**src/rtl/tf_pkg.sv**
```systemverilog
package tf_pkg;
  // Shift amount for one inner layer: floor(ang*scale / 2^frac) modulo 2^ang_w.
  function automatic int tf_shift(input int ang, input int scale, input int frac, input int ang_w);
    return ((ang * scale) >> frac) & ((1 << ang_w) - 1);
  endfunction
endpackage

```
**src/rtl/tf_rst_sync.sv**
```systemverilog
module tf_rst_sync (
  input  logic clk,
  input  logic rst_n,
  output logic rst_ns
);
  logic [1:0] sync_q;

  always_ff @(posedge clk or negedge rst_n) begin
    if (!rst_n) sync_q <= 2'b00;
    else        sync_q <= {sync_q[0], 1'b1};
  end

  assign rst_ns = sync_q[1];
endmodule

```
**src/rtl/tf_bit_array.sv**
```systemverilog
module tf_bit_array #(
  parameter int ANG_W = 7
) (
  input  logic                    clk,
  input  logic                    rst_n,
  input  logic                    clr,
  input  logic                    set_vld,
  input  logic [ANG_W-1:0]        set_ang,
  output logic [(1<<ANG_W)-1:0]   bits
);
  localparam int NBINS = 1 << ANG_W;

  logic [NBINS-1:0] bits_nxt;
  logic             bits_en;

  always_comb begin
    bits_nxt = bits;
    if (clr)          bits_nxt = '0;
    else if (set_vld) bits_nxt[set_ang] = 1'b1;
  end

  assign bits_en = clr | set_vld;

  always_ff @(posedge clk or negedge rst_n) begin
    if (!rst_n)       bits <= '0;
    else if (bits_en) bits <= bits_nxt;
  end
endmodule

```
**src/rtl/tf_rotator.sv**
```systemverilog
module tf_rotator #(
  parameter int ANG_W = 7
) (
  input  logic [(1<<ANG_W)-1:0] din,
  input  logic [ANG_W-1:0]      off,
  output logic [(1<<ANG_W)-1:0] dout
);
  localparam int NBINS = 1 << ANG_W;

  // dout[j] = din[(j + off) mod NBINS], built as log2 stages
  logic [NBINS-1:0] stg [0:ANG_W];
  assign stg[0] = din;

  for (genvar s = 0; s < ANG_W; s++) begin : g_stage
    localparam int K = 1 << s;
    assign stg[s+1] = off[s] ? {stg[s][K-1:0], stg[s][NBINS-1:K]} : stg[s];
  end

  assign dout = stg[ANG_W];
endmodule

```
**src/rtl/tf_match.sv**
```systemverilog
module tf_match #(
  parameter int                       ANG_W  = 7,
  parameter int                       NPAIRS = 4,
  parameter logic [NPAIRS*ANG_W-1:0]  MAP1   = '0,
  parameter logic [NPAIRS*ANG_W-1:0]  MAP2   = '0,
  localparam int                      IDX_W  = (NPAIRS > 1) ? $clog2(NPAIRS) : 1
) (
  input  logic [(1<<ANG_W)-1:0] rel1,
  input  logic [(1<<ANG_W)-1:0] rel2,
  output logic                  found,
  output logic [IDX_W-1:0]      idx
);
  logic [NPAIRS-1:0] hit;

  for (genvar p = 0; p < NPAIRS; p++) begin : g_pair
    localparam logic [ANG_W-1:0] B1 = MAP1[p*ANG_W +: ANG_W];
    localparam logic [ANG_W-1:0] B2 = MAP2[p*ANG_W +: ANG_W];
    assign hit[p] = rel1[B1] & rel2[B2];
  end

  always_comb begin
    found = 1'b0;
    idx   = '0;
    for (int p = NPAIRS - 1; p >= 0; p--) begin
      if (hit[p]) begin
        found = 1'b1;
        idx   = IDX_W'(p);
      end
    end
  end
endmodule

```
**src/rtl/ring_triplet_finder.sv**
```systemverilog
module ring_triplet_finder
  import tf_pkg::*;
#(
  parameter int                       ANG_W  = 7,
  parameter int                       NPAIRS = 4,
  parameter int                       FRAC   = 6,
  parameter int                       SCALE1 = 32,
  parameter int                       SCALE2 = 48,
  parameter logic [NPAIRS*ANG_W-1:0]  MAP1   = {7'd56, 7'd68, 7'd60, 7'd64},
  parameter logic [NPAIRS*ANG_W-1:0]  MAP2   = {7'd60, 7'd66, 7'd62, 7'd64},
  localparam int                      IDX_W  = (NPAIRS > 1) ? $clog2(NPAIRS) : 1
) (
  input  logic              clk,
  input  logic              rst_n,
  input  logic              clr,
  input  logic              l1_vld,
  input  logic [ANG_W-1:0]  l1_ang,
  input  logic              l2_vld,
  input  logic [ANG_W-1:0]  l2_ang,
  input  logic              l3_vld,
  input  logic [ANG_W-1:0]  l3_ang,
  output logic              trip_vld,
  output logic              trip_found,
  output logic [IDX_W-1:0]  trip_idx,
  output logic [ANG_W-1:0]  trip_ang
);
  localparam int NBINS = 1 << ANG_W;
  localparam logic [ANG_W-1:0] CENTER = ANG_W'(NBINS / 2);

  logic             rst_ns;
  logic [NBINS-1:0] bits1, bits2;
  logic [NBINS-1:0] rel1, rel2;
  logic [ANG_W-1:0] shift1, shift2, off1, off2;
  logic             m_found;
  logic [IDX_W-1:0] m_idx;

  logic             found_nxt;
  logic [IDX_W-1:0] idx_nxt;
  logic [ANG_W-1:0] ang_nxt;
  logic             res_en;

  tf_rst_sync i_rst (.clk(clk), .rst_n(rst_n), .rst_ns(rst_ns));

  tf_bit_array #(.ANG_W(ANG_W)) i_arr1 (
    .clk(clk), .rst_n(rst_ns), .clr(clr),
    .set_vld(l1_vld), .set_ang(l1_ang), .bits(bits1));

  tf_bit_array #(.ANG_W(ANG_W)) i_arr2 (
    .clk(clk), .rst_n(rst_ns), .clr(clr),
    .set_vld(l2_vld), .set_ang(l2_ang), .bits(bits2));

  // Scaled shift per inner layer, then offset so relative bin = p - shift + center
  always_comb begin
    shift1 = ANG_W'(tf_shift(int'(l3_ang), SCALE1, FRAC, ANG_W));
    shift2 = ANG_W'(tf_shift(int'(l3_ang), SCALE2, FRAC, ANG_W));
    off1   = shift1 - CENTER;
    off2   = shift2 - CENTER;
  end

  tf_rotator #(.ANG_W(ANG_W)) i_rot1 (.din(bits1), .off(off1), .dout(rel1));
  tf_rotator #(.ANG_W(ANG_W)) i_rot2 (.din(bits2), .off(off2), .dout(rel2));

  tf_match #(.ANG_W(ANG_W), .NPAIRS(NPAIRS), .MAP1(MAP1), .MAP2(MAP2)) i_match (
    .rel1(rel1), .rel2(rel2), .found(m_found), .idx(m_idx));

  always_comb begin
    found_nxt = l3_vld & m_found;
    idx_nxt   = m_idx;
    ang_nxt   = l3_ang;
    res_en    = l3_vld;
  end

  always_ff @(posedge clk or negedge rst_ns) begin
    if (!rst_ns) begin
      trip_vld   <= 1'b0;
      trip_found <= 1'b0;
    end else begin
      trip_vld   <= l3_vld;
      trip_found <= found_nxt;
    end
  end

  always_ff @(posedge clk or negedge rst_ns) begin
    if (!rst_ns) begin
      trip_idx <= '0;
      trip_ang <= '0;
    end else if (res_en) begin
      trip_idx <= idx_nxt;
      trip_ang <= ang_nxt;
    end
  end
endmodule

```
**config.mk**
```make
export PLATFORM = sky130hd
export DESIGN_NAME = ring_triplet_finder
export DESIGN_NICKNAME = d
export VERILOG_FILES = /design/src/rtl/tf_pkg.sv /design/src/rtl/tf_rst_sync.sv /design/src/rtl/tf_bit_array.sv /design/src/rtl/tf_rotator.sv /design/src/rtl/tf_match.sv /design/src/rtl/ring_triplet_finder.sv
export SDC_FILE = /design/constraint.sdc
export NUM_CORES = 1
export LEC_CHECK = 0
export ABC_CLOCK_PERIOD_IN_PS = 16550
export BUFFER_PORTS_ARGS = -buffer_cell sky130_fd_sc_hd__buf_2
export CAP_MARGIN = 25
export CORE_ASPECT_RATIO = 1.75
export CORE_UTILIZATION = 30
export DETAILED_ROUTE_END_ITERATION = 7
export GPL_TIMING_DRIVEN = 0
export PLACE_DENSITY = 0.52
export SYNTH_ARGS = -nofsm -noshare
export SYNTH_HDL_FRONTEND = slang
export SYNTH_SLANG_ARGS = --single-unit
export TNS_END_PERCENT = 100
```
**constraint.sdc**
```tcl
create_clock -name clk -period 16.55 [get_ports clk]
set_clock_uncertainty 0.1 [all_clocks]
set_input_delay 0.8275 -clock clk [delete_from_list [all_inputs] [get_ports clk]]
set_output_delay 0.8275 -clock clk [all_outputs]
set_load 0.01 [all_outputs]
```
# Word-level counts from Yosys, hierarchy flattened

Index checks and enable logic that the tools add are counted.

Bits in registers: 269
Input port bits: 27
Output and inout port bits: 11
Word-level logic and storage cells: 59

Add/sub/neg operators: 2
Multipliers: 1
Magnitude comparators: 4
Multiplexer cells: 30
Bitwise gates (word level): 9
Reductions and logical operators: 6

Operators by type and width:

| kind                                                                         | number |
|---|---|
| 128-bit two-way mux                                                          | 16 |
| 128-bit bitwise OR                                                           | 2 |
| 69-bit two-way mux                                                           | 1 |
| 67-bit two-way mux                                                           | 1 |
| 7-bit by 8-bit less-than comparator with 1-bit output, second input constant | 2 |
| 1-bit demux with 7-bit select                                                | 2 |
| 7-bit by 1-bit >= comparator with 1-bit output, second input constant        | 2 |
| 7-bit by 2-bit multiplier with 9-bit output, second input constant           | 1 |
| 2-bit two-way mux                                                            | 4 |
| 6-bit by 7-bit subtractor with 7-bit output, second input constant           | 1 |
| 7-bit subtractor, second input constant                                      | 1 |
| 1-bit two-way mux                                                            | 6 |
| 1-bit bitwise AND                                                            | 5 |
| 2-bit AND reduction                                                          | 2 |
| 2-bit nonzero test                                                           | 2 |
| 1-bit logical AND                                                            | 2 |
| 1-bit bitwise OR                                                             | 2 |

# Depth between registers and ports, before layout

Gate-level depths: netlist (run 1).

Depth after elaboration: 15
Gate-level depth with buffers: 17
Gate-level depth less buffers: 12

# Modules after synthesis

Synthesis (run 1) repeated with hierarchy kept, for this count alone.

Cells, all modules: 2199
Area total of the unflattened synthesis: 31665.4 um^2

Modules (own cells, without submodules):

| module              | instances | cells an instance | area each (um^2) | sequential area each (um^2) |
|---|---|---|---|---|
| tf_rotator          | 2         | 610               | 10515.1          | 0.0 |
| tf_bit_array        | 2         | 452               | 4916.0           | 3203.1 |
| ring_triplet_finder | 1         | 65                | 701.9            | 275.3 |
| tf_rst_sync         | 1         | 3                 | 53.8             | 50.0 |
| tf_match            | 1         | 7                 | 47.5             | 0.0 |

# Least setup slack after synthesis (run 1)

No wires, ideal clock.

Kind: input -> register
From: in l3_ang[1]
To: reg trip_idx[0]
Setup time: 0.121 ns
Arrival: 4.106 ns
Required time: 16.329 ns
Path slack: 12.223 ns
Stages: 14
Buffers on the path: 3
Cell sequence: buf_4 > and2_1 > fa_1 > a211oi_2 > buf_4 > nor2_4 > nor2_4 > buf_4 > mux4_1 > mux4_2 > a2111oi_2 > nor4_2 > o21bai_1 > a22o_1

Longest elaborated chain between the ends: 14
Elaborated cells on any way between the ends: 25
Those cells by class: 2 x add/sub; 1 x mul; 18 x mux; 4 x bitwise

Ends and longest elaborated chain:

| element                                     | RTL line                  | source |
|---|---|---|
| start: declaration                          | ring_triplet_finder.sv:21 | `input logic [ANG_W-1:0] l3_ang,` |
| 7-bit by 2-bit multiplier with 9-bit output | tf_pkg.sv:4               | `return ((ang * scale) >> frac) & ((1 << ang_w) - 1);` |
| 7-bit subtractor                            | ring_triplet_finder.sv:57 | `off2 = shift2 - CENTER;` |
| 128-bit two-way mux (6 in series)           | tf_rotator.sv:16          | `assign stg[s+1] = off[s] ? {stg[s][K-1:0], stg[s][NBINS-1:K]} : stg[s];` |
| 67-bit two-way mux                          | tf_rotator.sv:16          |  |
| 1-bit bitwise AND                           | tf_match.sv:18            | `assign hit[p] = rel1[B1] & rel2[B2];` |
| 2-bit two-way mux (3 in series)             | tf_match.sv:25            | `if (hit[p]) begin` |
| 2-bit two-way mux *                         | tf_match.sv:25            |  |
| end signal: assignment                      | ring_triplet_finder.sv:88 | `trip_idx <= idx_nxt;` |
| end: declaration                            | ring_triplet_finder.sv:24 | `output logic [IDX_W-1:0] trip_idx,` |

Every way passes the cells marked *; elsewhere a longest branch is shown, timed or not.
A chain may end at the register's enable or synchronous reset.

# Final worst setup path (run 1)

From: in l3_ang[1]
To: reg trip_found

Longest elaborated chain between the ends: 15
Elaborated cells on any way between the ends: 26
Those cells by class: 2 x add/sub; 1 x mul; 18 x mux; 5 x bitwise

Ends and longest elaborated chain:

| element                                     | RTL line                  | source |
|---|---|---|
| 7-bit by 2-bit multiplier with 9-bit output | tf_pkg.sv:4               |  |
| 7-bit subtractor                            | ring_triplet_finder.sv:57 |  |
| 128-bit two-way mux (6 in series)           | tf_rotator.sv:16          |  |
| 67-bit two-way mux                          | tf_rotator.sv:16          |  |
| 1-bit bitwise AND                           | tf_match.sv:18            |  |
| 1-bit two-way mux (3 in series)             | tf_match.sv:25            |  |
| 1-bit two-way mux *                         | tf_match.sv:25            |  |
| 1-bit bitwise AND *                         | ring_triplet_finder.sv:67 | `found_nxt = l3_vld & m_found;` |
| via found_nxt                               | ring_triplet_finder.sv:37 | `logic found_nxt;` |
| end signal: assignment                      | ring_triplet_finder.sv:79 | `trip_found <= found_nxt;` |
| end: declaration                            | ring_triplet_finder.sv:23 | `output logic trip_found,` |

Mark *: on every way through the listed nets, which the timed path passes. The rest lies on a longest branch.

==> results.yml, run 1 <==
route:
  drtPass1Iterations: 8
  wire_per_inst_um: 31.95
  ant_nets: 0
  routed_wl_um: 67470
  drcViolationCount: 0
  vias: 13110
  vias_per_cell: 6.208
  dr.first_iter.drc_count: 1129
setup_path:
  crit_path_end_kind: "register"
  worstPathArrival_ps: 6270
  path_max_fanout: 10
  crit_family: "buffers and inverters"
  cp_cell_sequence: "buf_2, buf_4, and2_1, fa_1, inv_2, buf_1, clkbuf_1, nor3_1, nor4_1, nand4_1, o221ai_1, a21oi_1, nor4_2, nor2_1, a31oi_1"
  cp_slowest_cell: "clkbuf_1"
  cp-start-kind: "input port"
  crit_type: "in -> reg"
  crit_buf_inv: 5
  critPathMaxStageDelay_ps: 930
  crit_required_ps: 16850
timing:
  hold_viol_final: 0
  finalCritPeriodShare_pct: 36.11
  hold_slack_ps: 110.3
  relSlewSlack_pct: 22.28
  worstMarginPinSlew_ps: 1166
  layout_setup_ws_ps: 10570
  slew_violations: 0
  final.setup.tns_ps: 0
  rsz0062_at_grt: "no"
  layout_min_cycle_time_ps: 5977
  fmax_mhz: 167.3
  finalSetupViolations: 0
clocking:
  cts_sinks: 217
  post_cts_buffers: 0
  cts_resized: 0
  h-tree-depth: 1
  clk_pin_slew_ps: 70
  cts_tree: "yes"
  clockBufferDepth: 3
  clk_latency_ps: 580
  ctsRootBufferMaster: "clkbuf_16"
  cts_buffers: 23
synth:
  syn_nets: 1486
  syn_area_um2: 13490
  synth.top_cell.area_share_pct: 40.24
  yosysSeqAreaShare_pct: 40.24
  synth_seq_cells: 217
  yosys.area.top_type: "dfrtp_1"
  syn_area_per_cell_um2: 9.293
  synth-edff-count: 0
  syn_inst: 1452
  yosys_warnings: 0
  synth_cell_types: 89
  synth-async-reset-ratio_pct: 100.0
  yosysMostFrequentCell: "nor2_1"
  yosys-top-cells-area: "dfrtp_1, mux4_2, nor2_1"
  synth_common_cells: "nor2_1, dfrtp_1, a21oi_1"
  synth-main-ff-cell: "dfrtp_1"
floorplanning:
  initial_utilization_pct: 30.47
  core_um2: 44290
  die_x_um: 162.3
  die_height_um: 282.6
  num_rows: 102
  die-area_um2: 45860
  ioPinCount: 38
global_routing:
  grt_max_degree: 69
  grt_antenna_before_repair: 0
  gr-usage-all-layers_pct: 29.91
  gr-total-overflow: 0
  grt_pass1_wl_um: 96550
  grt_pass1_vias: 13160
status:
  status: "completed"
final_layout:
  drive_gt1_share_pct: 15.06
  fillers: 4522
  final_net_count: 1557
  fin_area_um2: 15360
  antennaDiodeCount: 0
  area_growth_pct: 13.87
place:
  dp_slack_ps: 10230
  place_congestion: 1.038
  dpl_cell_area_um2: 14530
  dp_hpwl_um: 50930
  portBuffers: 35
power_and_ir_drop:
  power.density_nw_per_um2: 98.64
  power_mw: 1.516
  power.leakage_nw: 6.346
  peakVddDrop_uv: 76.32
min_path:
  hold_class: "reg -> async"
flow_run:
  drv_cap: 0
layer usage:
| metal | up-vias | part of all wire, % | global-route usage, % |
|---|---|---|---|
| li1 | 5502 | - | - |
| met1 | 6611 | 32 | 29.89 |
| met2 | 697 | 51 | 53.63 |
| met3 | 302 | 5.9 | 4.751 |
| met4 | 0 | 11 | 25.83 |
| met5 | - | 0 | 0 |
area by class of cell:
cell class,instances,area [um^2],area share [%]
Clock inverter,9,146.4,0.9528
Inverter,9,33.78,0.2199
Buffer,118,568.0,3.697
Clock buffer,33,653.1,4.251
Timing Repair Buffer,46,332.8,2.166
Tap cell,572,715.7,4.658
Sequential cell,217,5434,35.37
Multi-Input combinational cell,1108,7481,48.69
cell families after synthesis:
group           share of synthesized area (%)
buf+inv                                 4.460
flops                                   40.24
compound gates                          19.13
other cells                           0.02779
xor+xnor                               0.3154
simple gates                            18.68
fa+ha+maj                              0.7047
mux                                     16.44
final timing paths:
check	startpoint	endpoint	slack (ps)	cells after the start
setup / recovery	l3_ang[1]	trip_found$_DFF_PN0_	10570	15
hold / removal	i_rst.sync_q[1]$_DFF_PN0_	i_arr1.bits[30]$_DFFE_PN0P_	110	0
setup reg to reg	i_arr2.bits[105]$_DFFE_PN0P_	trip_found$_DFF_PN0_	12910	10
hold reg to reg	i_rst.sync_q[1]$_DFF_PN0_	i_arr1.bits[30]$_DFFE_PN0P_	110	0
max in group asynchronous	i_rst.sync_q[1]$_DFF_PN0_	i_arr2.bits[60]$_DFFE_PN0P_	15180	2
min in group clk	i_rst.sync_q[0]$_DFF_PN0_	i_rst.sync_q[1]$_DFF_PN0_	260	0
state kept, by name, indices dropped and copies added (netlist names):
register,flops
trip_idx,2
i_arr2.bits,128
i_arr1.bits,76
trip_vld,1
trip_ang,7
i_rst.sync_q,2
trip_found,1
worst register-to-register path, stage by stage, from the launching register on:
cell       delay (ps)
dfrtp_1           480
nand2b_1           90
a211oi_1          290
nor3_1             90
a2111oi_0         440
a311oi_1          110
a31oi_1           680
a211oi_1          260
nor4_2            410
nor2_1             90
a31oi_1           410
repair_timing:
| action | 4_1_cts | 5_1_grt |
|---|---|---|
| setup endpoints to repair | 0 | 0 |
| hold buffers | 1 | 0 |
| hold endpoints to repair | 2 | 0 |
cells in the final DEF (no fill, tap or decap), drive strengths merged, types with 8 or more instances in the layout:
| cell | count |
|---|---|
| o211ai | 13 |
| nand3 | 19 |
| nor2b | 16 |
| a2111oi | 8 |
| buf | 95 |
| nor3 | 48 |
| clkbuf | 101 |
| o22ai | 9 |
| or4 | 8 |
| mux2 | 16 |
| mux4 | 70 |
| o2111ai | 10 |
| nand2b | 27 |
| inv | 11 |
| o21ai | 34 |
| a311oi | 9 |
| a21oi | 213 |
| mux2i | 45 |
| o221ai | 10 |
| dfrtp | 217 |
| a211oi | 30 |
| nor2 | 291 |
| nor4 | 9 |
| and3 | 14 |
| nand4 | 8 |
| nand2 | 94 |
| a31oi | 17 |
per-stage QoR:
step | utilization, % | std cells
after floorplan | - | 1452
after global placement | 32.48 | 2059
after detailed placement | 32.82 | 2067
after CTS | 34.64 | 2110
after global routing | 34.70 | 2112
final | 34.70 | 2112
power breakdown:
group	total [mW]	internal [mW]	leakage, nW	switching [mW]
clock network	0.565	0.324	0.392	0.240
registers	0.541	0.536	3.01	0.00508
logic	0.410	0.116	2.95	0.295
total	1.52	0.976	6.35	0.540
No activity file was read; power rests on OpenSTA's default activity.
==> inputs of run 2 (changes only) <==
--- a/config.mk
+++ b/config.mk
@@ -5,14 +5,15 @@
 export SDC_FILE = /design/constraint.sdc
 export NUM_CORES = 1
 export LEC_CHECK = 0
-export ABC_CLOCK_PERIOD_IN_PS = 16550
+export ABC_AREA = 1
+export ABC_CLOCK_PERIOD_IN_PS = 4900
 export BUFFER_PORTS_ARGS = -buffer_cell sky130_fd_sc_hd__buf_2
 export CAP_MARGIN = 25
 export CORE_ASPECT_RATIO = 1.75
 export CORE_UTILIZATION = 30
 export DETAILED_ROUTE_END_ITERATION = 7
 export GPL_TIMING_DRIVEN = 0
-export PLACE_DENSITY = 0.52
+export PLACE_DENSITY = 0.54
 export SYNTH_ARGS = -nofsm -noshare
 export SYNTH_HDL_FRONTEND = slang
 export SYNTH_SLANG_ARGS = --single-unit
==> constraint.sdc (replaced) <==
create_clock -name clk -period 4.9 [get_ports clk]
set_clock_uncertainty 0.1 [all_clocks]
set_input_delay 0.245 -clock clk [delete_from_list [all_inputs] [get_ports clk]]
set_output_delay 0.245 -clock clk [all_outputs]
set_load 0.01 [all_outputs]
==> run 2 against run 1 <==
Utilization rose by 0.36 points. Sequential power rose to 3.4 times the previous value. Global-route usage fell by 6.0 points. Area after synthesis fell by 8.0%. Worst hold slack got worse by 45 ps. Register-to-register slack got worse by 11000 ps. Non-clock buffer count did not move. Critical endpoint unchanged. Largest cell class unchanged.
==> results.yml, run 2 <==
status:
  status: "completed"
route:
  wire_per_inst_um: 20.31
  ant_nets: 0
  dr.first_iter.drc_count: 840
  vias_per_cell: 5.177
  vias: 12640
  drcViolationCount: 0
  routed_wl_um: 49570
  drtPass1Iterations: 7
power_and_ir_drop:
  intPower_mw: 2.983
  peakVddDrop_uv: 264.7
  power.density_nw_per_um2: 311.4
  pwr-share-clk_pct: 37.0
  swShare_pct: 33.08
  p_sw_mw: 1.474
  power.leakage_nw: 6.486
  power.share.combinational_pct: 22.1
  p_seq_share_pct: 40.9
  power_mw: 4.457
final_layout:
  drive_gt1_share_pct: 9.995
  final_common_cell: "nand2_1"
  reg.largest.list: "i_arr2.bits x128, i_arr1.bits x76, trip_ang x7"
  area_growth_pct: 15.27
  final_cell_mix: "nand2_1, a21oi_1, dfrtp_1"
  antennaDiodeCount: 0
  top_register: "i_arr2.bits"
  final_net_count: 1913
  largest_reg_flops: 128
  fin_area_um2: 14320
flow_run:
  drv_cap: 0
clocking:
  clk_latency_ps: 550
  cts_tree: "yes"
  cts_buffers: 22
  ctsRootBufferMaster: "clkbuf_16"
  clockBufferDepth: 3
  clk_pin_slew_ps: 60
  cts_sinks: 217
  h-tree-depth: 1
global_routing:
  gr-usage-all-layers_pct: 23.89
  grt_pass1_vias: 12530
  gr-total-overflow: 0
  grt_pass1_wl_um: 74900
  grt_antenna_before_repair: 0
  grt_max_degree: 58
timing:
  worstMarginPinSlew_ps: 1069
  finalCritPeriodShare_pct: 75.86
  layout_min_cycle_time_ps: 3717
  finalSetupViolations: 0
  hold_viol_final: 0
  hold_slack_ps: 64.96
  slew_violations: 0
  final.setup.tns_ps: 0
  relSlewSlack_pct: 28.19
  rsz0062_at_grt: "no"
  fmax_mhz: 269.0
setup_path:
  cp-start-kind: "input port"
  crit_type: "in -> reg"
  worstPathArrival_ps: 4020
  crit_required_ps: 5200
  path_max_fanout: 10
  crit_path_end_kind: "register"
floorplanning:
  initial_utilization_pct: 30.41
  die-area_um2: 42240
  num_rows: 98
  die_x_um: 155.8
  core_um2: 40830
  ioPinCount: 38
  die_height_um: 271.1
synth:
  syn_area_per_cell_um2: 6.910
  synth.top_cell.area_share_pct: 43.73
  yosysMostFrequentCell: "nand2_1"
  synth_common_cells: "nand2_1, a21oi_1, dfrtp_1"
  yosys-top-cells-area: "dfrtp_1, nand2_1, a21oi_1"
  synth_seq_cells: 217
  synth-main-ff-cell: "dfrtp_1"
  syn_area_um2: 12420
  syn_inst: 1797
  yosys_warnings: 0
  syn_nets: 1831
  yosysSeqAreaShare_pct: 43.73
  synth-async-reset-ratio_pct: 100.0
  yosys.area.top_type: "dfrtp_1"
  synth_cell_types: 35
  synth-edff-count: 0
min_path:
  hold_class: "in -> reg"
place:
  portBuffers: 30
  dp_hpwl_um: 38020
  dpl_cell_area_um2: 13540
  place_congestion: 0.9175
run 2: what timing repair did:
action                    in CTS  in global routing
gates resized for setup        0                  0
hold buffers                   9                  0
hold endpoints to repair      10                  0
buffers inserted               0                  0
run 2: worst max-delay path, cell delays in order:
cell and delay [ps]:
dlygate4sd3_1 530, buf_2 150, nand2_1 80, inv_2 50, fa_1 510, buf_4 190, inv_2 50, buf_2 200
o21ai_0 730, o21ai_0 430, nand2_1 140, nand3_1 70, nand2_1 70, nand2_1 50, nand3_1 80, nand3_1 90
nand3_1 100, nand2_1 80, nor2_1 100, nor2_1 50
run 2: logic make-up (layout without fill, tap and decap cells):
family / after synthesis / in the layout / synth area share (%)
adder cells (fa/ha/maj): 7 / 7 / 0.7657
AO/OA/AOI/OAI: 351 / 351 / 14.55
other: 1 / 1 / 0.03020
XOR/XNOR: 1 / 1 / 0.1310
buffers and inverters: 237 / 331 / 8.272
AND/OR/NAND/NOR: 983 / 983 / 32.52
flip-flops: 217 / 217 / 43.73
run 2: per-stage QoR:
step,cells,worst slack (ps),util [%]
2_1_floorplan,1797,1230,-
3_3_place_gp,2377,-192.2,32.47
3_5_place_dp,2396,1219,33.15
4_1_cts,2441,1238,35.06
5_1_grt,2441,1064,35.06
6_report,2441,1183,35.06
run 2: power by group through the flow:
stage	clock network, mW	registers (mW)	logic [mW]
after floorplan	0	1.88	0.575
after global placement	0	1.89	0.916
after CTS	1.68	1.83	0.976
final	1.65	1.82	0.983
after global routing	1.74	1.83	1.06
after detailed placement	0	1.86	0.968
run 2: path summary, 6_finish.rpt:
| path | startpoint | end | slack, ps | depth (start not counted) |
|---|---|---|---|---|
| worst max register to register | i_arr2.bits[121]$_DFFE_PN0P_ | trip_found$_DFF_PN0_ | 2310 | 12 |
| max in group asynchronous | i_rst.sync_q[1]$_DFF_PN0_ | i_arr2.bits[101]$_DFFE_PN0P_ | 3620 | 2 |
| min in group asynchronous | i_rst.sync_q[1]$_DFF_PN0_ | i_arr1.bits[125]$_DFFE_PN0P_ | 190 | 0 |
| worst max-delay path | l3_ang[0] | trip_found$_DFF_PN0_ | 1180 | 20 |
| worst min-delay path | l1_ang[1] | i_arr1.bits[4]$_DFFE_PN0P_ | 60 | 4 |
| worst min register to register | i_rst.sync_q[1]$_DFF_PN0_ | i_arr1.bits[125]$_DFFE_PN0P_ | 190 | 0 |
run 2: final cells by class:
cell class                 instances  area (um^2)
fill                            4398        26520
multi-input combinational       1343         6030
sequential                       217         5434
tap                              550        688.2
clock buffer                      31        634.4
buffer                           106        535.5
inverter                         131        491.7
timing repair buffer              58        447.9
clock inverter                     5        53.80
run 2: metal layers:
layer	vias to the layer above	global-route usage [%]	wire, um
li1	5985	-	-
met2	427	44.61	26160
met4	0	21.70	5299
met3	172	2.075	1670
met5	-	0	0
met1	6052	22.80	16450
